**config.mk**
```make
export PLATFORM = sky130hd
export DESIGN_NAME = a429_rx_word_buffer
export DESIGN_NICKNAME = d
export VERILOG_FILES = /design/src/rtl/a429_buf_pkg.sv /design/src/rtl/a429_word_gate.sv /design/src/rtl/a429_word_hold.sv /design/src/rtl/a429_half_mux.sv /design/src/rtl/a429_rx_word_buffer.sv
export SDC_FILE = /design/constraint.sdc
export NUM_CORES = 1
export LEC_CHECK = 0
export BUFFER_PORTS_ARGS = -buffer_cell sky130_fd_sc_hd__clkbuf_2
export CORE_MARGIN = 8
export CORE_UTILIZATION = 53
export CTS_CLUSTER_DIAMETER = 40
export DETAILED_ROUTE_END_ITERATION = 6
export PLACE_DENSITY = 0.77
export SLEW_MARGIN = 0
export SYNTH_ARGS = -nofsm -noshare
export SYNTH_HDL_FRONTEND = slang
export SYNTH_SLANG_ARGS = --single-unit
```
**constraint.sdc**
```tcl
create_clock -name clk -period 1.45 [get_ports clk]
set_clock_uncertainty 0.2 [all_clocks]
set_input_delay 0.0725 -clock clk [delete_from_list [all_inputs] [get_ports clk]]
set_output_delay 0.0725 -clock clk [all_outputs]
set_load 0.02 [all_outputs]
```
**src/rtl/a429_buf_pkg.sv**
```systemverilog
package a429_buf_pkg;
   localparam int unsigned A429_WORD_W = 32;
   localparam int unsigned A429_HALF_W = 16;
   localparam int unsigned A429_FILT_LSB = 8;   // ARINC bit 9
   localparam int unsigned A429_FILT_W = 2;

   typedef enum logic [0:0] {
      HALF_LOW  = 1'b0,
      HALF_HIGH = 1'b1
   } half_e;

   // Stored parity verdict: 1 when the ones count is even.
   function automatic logic even_ones(input logic [A429_WORD_W-1:0] w);
      return ~(^w);
   endfunction
endpackage

```
**src/rtl/a429_word_gate.sv**
```systemverilog
module a429_word_gate
   import a429_buf_pkg::*;
#(
   parameter int unsigned WORD_W   = A429_WORD_W,
   parameter int unsigned FILT_LSB = A429_FILT_LSB,
   parameter int unsigned FILT_W   = A429_FILT_W,
   parameter bit          PAR_FLAG = 1'b1
) (
   input  logic              strobe,
   input  logic [WORD_W-1:0] word_in,
   input  logic              filt_on,
   input  logic [FILT_W-1:0] filt_val,
   output logic              accept,
   output logic [WORD_W-1:0] word_out
);
   localparam int unsigned FILT_MSB = FILT_LSB + FILT_W - 1;

   generate
      if (FILT_MSB >= WORD_W) begin : g_bad_filt
         $error("filter field lies outside the word");
      end
   endgenerate

   logic field_hit;
   assign field_hit = (word_in[FILT_MSB:FILT_LSB] == filt_val);
   assign accept    = strobe & (~filt_on | field_hit);

   generate
      if (PAR_FLAG) begin : g_par_flag
         assign word_out = {even_ones(word_in), word_in[WORD_W-2:0]};
      end else begin : g_par_raw
         assign word_out = word_in;
      end
   endgenerate
endmodule

```
**src/rtl/a429_word_hold.sv**
```systemverilog
module a429_word_hold #(
   parameter int unsigned WORD_W = 32,
   parameter int unsigned HALF_W = 16
) (
   input  logic              clk,
   input  logic              rst_n,
   input  logic              load,
   input  logic [WORD_W-1:0] load_word,
   input  logic              rd_end,
   input  logic [$clog2(WORD_W/HALF_W)-1:0] rd_half,
   output logic [WORD_W-1:0] word_q,
   output logic              rdy_n
);
   localparam int unsigned NHALF = WORD_W / HALF_W;

   logic [NHALF-1:0] seen_q;
   logic [NHALF-1:0] seen_nxt;

   always_comb begin
      seen_nxt = seen_q;
      seen_nxt[rd_half] = 1'b1;
   end

   always_ff @(posedge clk or negedge rst_n) begin
      if (!rst_n) begin
         word_q <= '0;
         rdy_n  <= 1'b1;
         seen_q <= '0;
      end else if (load) begin
         word_q <= load_word;
         rdy_n  <= 1'b0;
         seen_q <= '0;
      end else if (rd_end && !rdy_n) begin
         if (&seen_nxt) begin
            rdy_n  <= 1'b1;
            seen_q <= '0;
         end else begin
            seen_q <= seen_nxt;
         end
      end
   end
endmodule

```
**src/rtl/a429_half_mux.sv**
```systemverilog
module a429_half_mux #(
   parameter int unsigned NCH    = 2,
   parameter int unsigned WORD_W = 32,
   parameter int unsigned HALF_W = 16
) (
   input  logic [NCH-1:0]              en_n,
   input  logic [$clog2(WORD_W/HALF_W)-1:0] sel,
   input  logic [NCH-1:0][WORD_W-1:0]  words,
   output logic [NCH-1:0]              gnt,
   output logic [HALF_W-1:0]           data,
   output logic                        oe
);
   always_comb begin
      gnt  = '0;
      data = '0;
      for (int k = NCH - 1; k >= 0; k--) begin
         if (!en_n[k]) begin
            gnt  = '0;
            gnt[k] = 1'b1;
            data = words[k][sel*HALF_W +: HALF_W];
         end
      end
   end

   assign oe = ~(&en_n);
endmodule

```
**src/rtl/a429_rx_word_buffer.sv**
```systemverilog
module a429_rx_word_buffer
   import a429_buf_pkg::*;
#(
   parameter int unsigned NCH      = 2,
   parameter int unsigned WORD_W   = A429_WORD_W,
   parameter int unsigned HALF_W   = A429_HALF_W,
   parameter int unsigned FILT_LSB = A429_FILT_LSB,
   parameter bit          PAR_FLAG = 1'b1
) (
   input  logic                       clk,
   input  logic                       rst_n,
   input  logic [NCH-1:0]             eos,
   input  logic [NCH-1:0][WORD_W-1:0] rx_word,
   input  logic [NCH-1:0]             filt_en,
   input  logic [NCH-1:0][A429_FILT_W-1:0] filt_code,
   input  logic [NCH-1:0]             rd_en_n,
   input  logic [$clog2(WORD_W/HALF_W)-1:0] half_sel,
   output logic [HALF_W-1:0]          data_o,
   output logic                       data_oe,
   output logic [NCH-1:0]             rdy_n
);
   localparam int unsigned NHALF = WORD_W / HALF_W;
   localparam int unsigned SEL_W = $clog2(NHALF);

   generate
      if (NCH < 1) begin : g_bad_nch
         $error("NCH must be at least 1");
      end
      if (NHALF * HALF_W != WORD_W || NHALF < 2) begin : g_bad_half
         $error("WORD_W must be a multiple of HALF_W, at least twice");
      end
   endgenerate

   logic [NCH-1:0][WORD_W-1:0] held;
   logic [NCH-1:0]             gnt;
   logic [NCH-1:0]             gnt_q;
   logic [SEL_W-1:0]           sel_q;

   always_ff @(posedge clk or negedge rst_n) begin
      if (!rst_n) begin
         gnt_q <= '0;
         sel_q <= '0;
      end else begin
         gnt_q <= gnt;
         sel_q <= half_sel;
      end
   end

   generate
      for (genvar k = 0; k < NCH; k++) begin : g_ch
         logic              acc;
         logic [WORD_W-1:0] fixed;
         logic              rd_end;

         assign rd_end = gnt_q[k] & rd_en_n[k];

         a429_word_gate #(
            .WORD_W  (WORD_W),
            .FILT_LSB(FILT_LSB),
            .FILT_W  (A429_FILT_W),
            .PAR_FLAG(PAR_FLAG)
         ) u_gate (
            .strobe  (eos[k]),
            .word_in (rx_word[k]),
            .filt_on (filt_en[k]),
            .filt_val(filt_code[k]),
            .accept  (acc),
            .word_out(fixed)
         );

         a429_word_hold #(
            .WORD_W(WORD_W),
            .HALF_W(HALF_W)
         ) u_hold (
            .clk      (clk),
            .rst_n    (rst_n),
            .load     (acc),
            .load_word(fixed),
            .rd_end   (rd_end),
            .rd_half  (sel_q),
            .word_q   (held[k]),
            .rdy_n    (rdy_n[k])
         );
      end
   endgenerate

   a429_half_mux #(
      .NCH   (NCH),
      .WORD_W(WORD_W),
      .HALF_W(HALF_W)
   ) u_mux (
      .en_n (rd_en_n),
      .sel  (half_sel),
      .words(held),
      .gnt  (gnt),
      .data (data_o),
      .oe   (data_oe)
   );
endmodule

```
==> metrics <==
outcome=finished, violations left; failing checks=negative setup slack; most numerous cell in the Yosys netlist=nand2_1; initial antenna violation count=0; total power=6.20 mW; Die W=between 100 and 150 um; reg2reg path depth=4; syn_nets=442; layout cell share with drive strength beyond 1=0.305; critical-path cell list=mux2i_1 > o22ai_1 > buf_4; Sink Count=73; buffers added on ports=95; worst r2r src=g_ch[0].u_hold.rdy_n; number of setup violations in the final report=15; WL final=10300 um; Mapped Avg Cell Area=10.5 um2; DR WL/cell=between 15 and 20 um; Longest Clk Path Bufs=2; CTS buffer count=9; drt first pass iters=4; H-tree depth=3; setup ws final=-0.0723 ns; flops & latches, synth=73; post-route ant nets=0; CP Launch Point=g_ch[1].u_hold.word_q[29]; global-route wire length before repair=16600 um; Post-synth EDFFs=0; fin. max-slew vios=0; Ys Warns=0; Critical Path End=data_o[13]; count of cell types in the netlist=24; Final Hold Viols=0; commonest cells in the netlist=98 x nand2_1, 71 x dfrtp_1, 56 x xnor2_1; Tcrit/Tclk final=1.05; Synth top area share=0.465; Die ar.=~10000 um2; vias in the first global route=3553; Pwr Density=around 1100 nW/um2; GRT overflow=0; HPWL after DPL=6950 um; Std-Cell Rows=31; GR Util All Layers=0.214; Max stage delay on crit path=0.38 ns; Mapped Cells=365; Vias/cell=just over 5; Starting Density=0.538; core area=7100 um2; DRC=0; post-synth top area cell=dfrtp_1; vias=3237; DR iter-0 viols=142; Crit Reg-Reg Endpoint=g_ch[0].u_hold.seen_q[0]; setup TNS=-0.542 ns; critical path startpoint category=register; Worst Path Max Fanout=2; P_leak=2.65 nW; WS Path Type=register to primary output; fin util=0.774; Worst Path Arrival=around 1.3 ns; Worst-path clk slew=0.08 ns; Period minus WS final=1.52 ns; mapped cell area=around 3800 um2; Slowest cell on crit path=dfrtp_1; hold crit path type=input port to async pin; largest cells by area after synthesis=dfrtp_1 47%, xnor2_1 13%, nand2_1 9.6%; ANT cells=0; max_slew headroom=0.742; Async SR Flop Fraction=1.00; worst-margin pin slew=0.388 ns; worst vdd ir=637 uV; Crit path required time=about 1.2 ns; Final Wtd Congestion=0.807; Nets=between 600 and 700; CP endpoint kind=primary output; CTS tree=done; unrepaired setup endpoints after global routing=true; Layout Cell Area excl Fill=5490 um2; I/O Pins=96; max-cap violations=0; Max Freq=around 660 MHz; Worst-Skew Late Latency=between 0.3 and 0.4 ns; dpl cell area=4520 um2; ys flop type=dfrtp_1; largest net degree at the start of global routing=74; Seq/Total Area, Yosys=0.479; reg-to-reg slack, setup=between 0.1 and 0.15 ns; Die Y=around 100 um; clk root buf=clkbuf_8; Area Overhead vs Synth=43.9%
[flip-flops by register name, summed over array words and instances (netlist names)]
name	flops
g_ch.u_hold.rdy_n	2
sel_q	1
gnt_q	2
g_ch.u_hold.word_q	64
g_ch.u_hold.seen_q	4
[where the power goes]
part	switching (mW)	internal [mW]
Combinational	0.870	0.965
Sequential	0.187	2.36
Clock	0.763	1.06
Total	1.82	4.38
[final cells by class]
class	instances	area, um2
Clock buffer	11	151
Inverter	4	15.0
Tap cell	99	124
Fill cell	498	1600
Clock inverter	5	77.6
Timing Repair Buffer	179	1420
Sequential cell	73	1830
Multi-Input combinational cell	269	1880
[through the flow]
step	hold WS (ns)	instances	setup slack (ns)
2_1_floorplan	-0.423	365	0.152
3_3_place_gp	-0.0699	553	-0.0175
3_5_place_dp	-0.0683	553	-0.0369
4_1_cts	0.0573	638	-0.0835
5_1_grt	0.0876	640	-0.122
6_report	0.0576	640	-0.0723
[critical path, delay by kind of cell (launching register included)]
kind,cells,cell delay (ns)
multiplexers,1,0.21
buffers and inverters,1,0.18
AO/OA/AOI/OAI,1,0.13
flip-flops,1,0.38
[cells in the final DEF, fill, tap and decap left out, types with 2 or more instances in the layout]
cell type      instances
a21oi_1                4
buf_12                 9
buf_2                  9
buf_4                 13
bufinv_16              2
clkbuf_2              78
clkbuf_8              11
clkinv_2               2
dfrtp_1               71
dfstp_2                2
dlygate4sd3_1         69
inv_1                  4
mux2_2                31
mux2i_1               31
mux2i_2                3
nand2_1               98
nor2_1                 6
nor3_1                 2
nor3b_1                2
o21a_1                 2
o21ai_0                2
o21ai_1                2
o22ai_1               15
xnor2_1               56
xor2_1                10
[worst min path at each step]
stage               startpoint                  endpoint
global route        filt_en[0]      g_ch[0].u_hold.rdy_n
detailed placement       rst_n                  gnt_q[1]
floorplan                rst_n  g_ch[0].u_hold.seen_q[0]
global placement         rst_n  g_ch[1].u_hold.word_q[9]
finish                   rst_n                  gnt_q[1]
CTS                 filt_en[1]      g_ch[1].u_hold.rdy_n
[routing by layer]
layer / routed length, um / GRT usage / share of wire / vias up
li1: - / - / - / 1546
met1: 4160 / 0.247 / 0.41 / 1582
met2: 5410 / 0.362 / 0.53 / 86
met3: 409 / 0.0456 / 0.040 / 23
met4: 276 / 0.114 / 0.027 / 0
met5: 0 / 0 / 0 / -
[logic make-up after synthesis]
group                     after synthesis  share of synthesized area
and+or+nand+nor                       112                      0.116
muxes                                  65                      0.181
DFF                                    73                      0.479
AOI/OAI and AO/OA                      26                     0.0406
xor gates and xnor gates               66                      0.151
buffers and inverters                  23                     0.0324
[repair_timing]
item,in CTS,in global routing
setup buffers,0,2
hold buffers,69,0
pin swaps,2,3
gates resized for setup,2,27
setup endpoints to repair,15,16
hold endpoints to repair,142,0
Note: power is estimated with default switching activity, not from simulation.
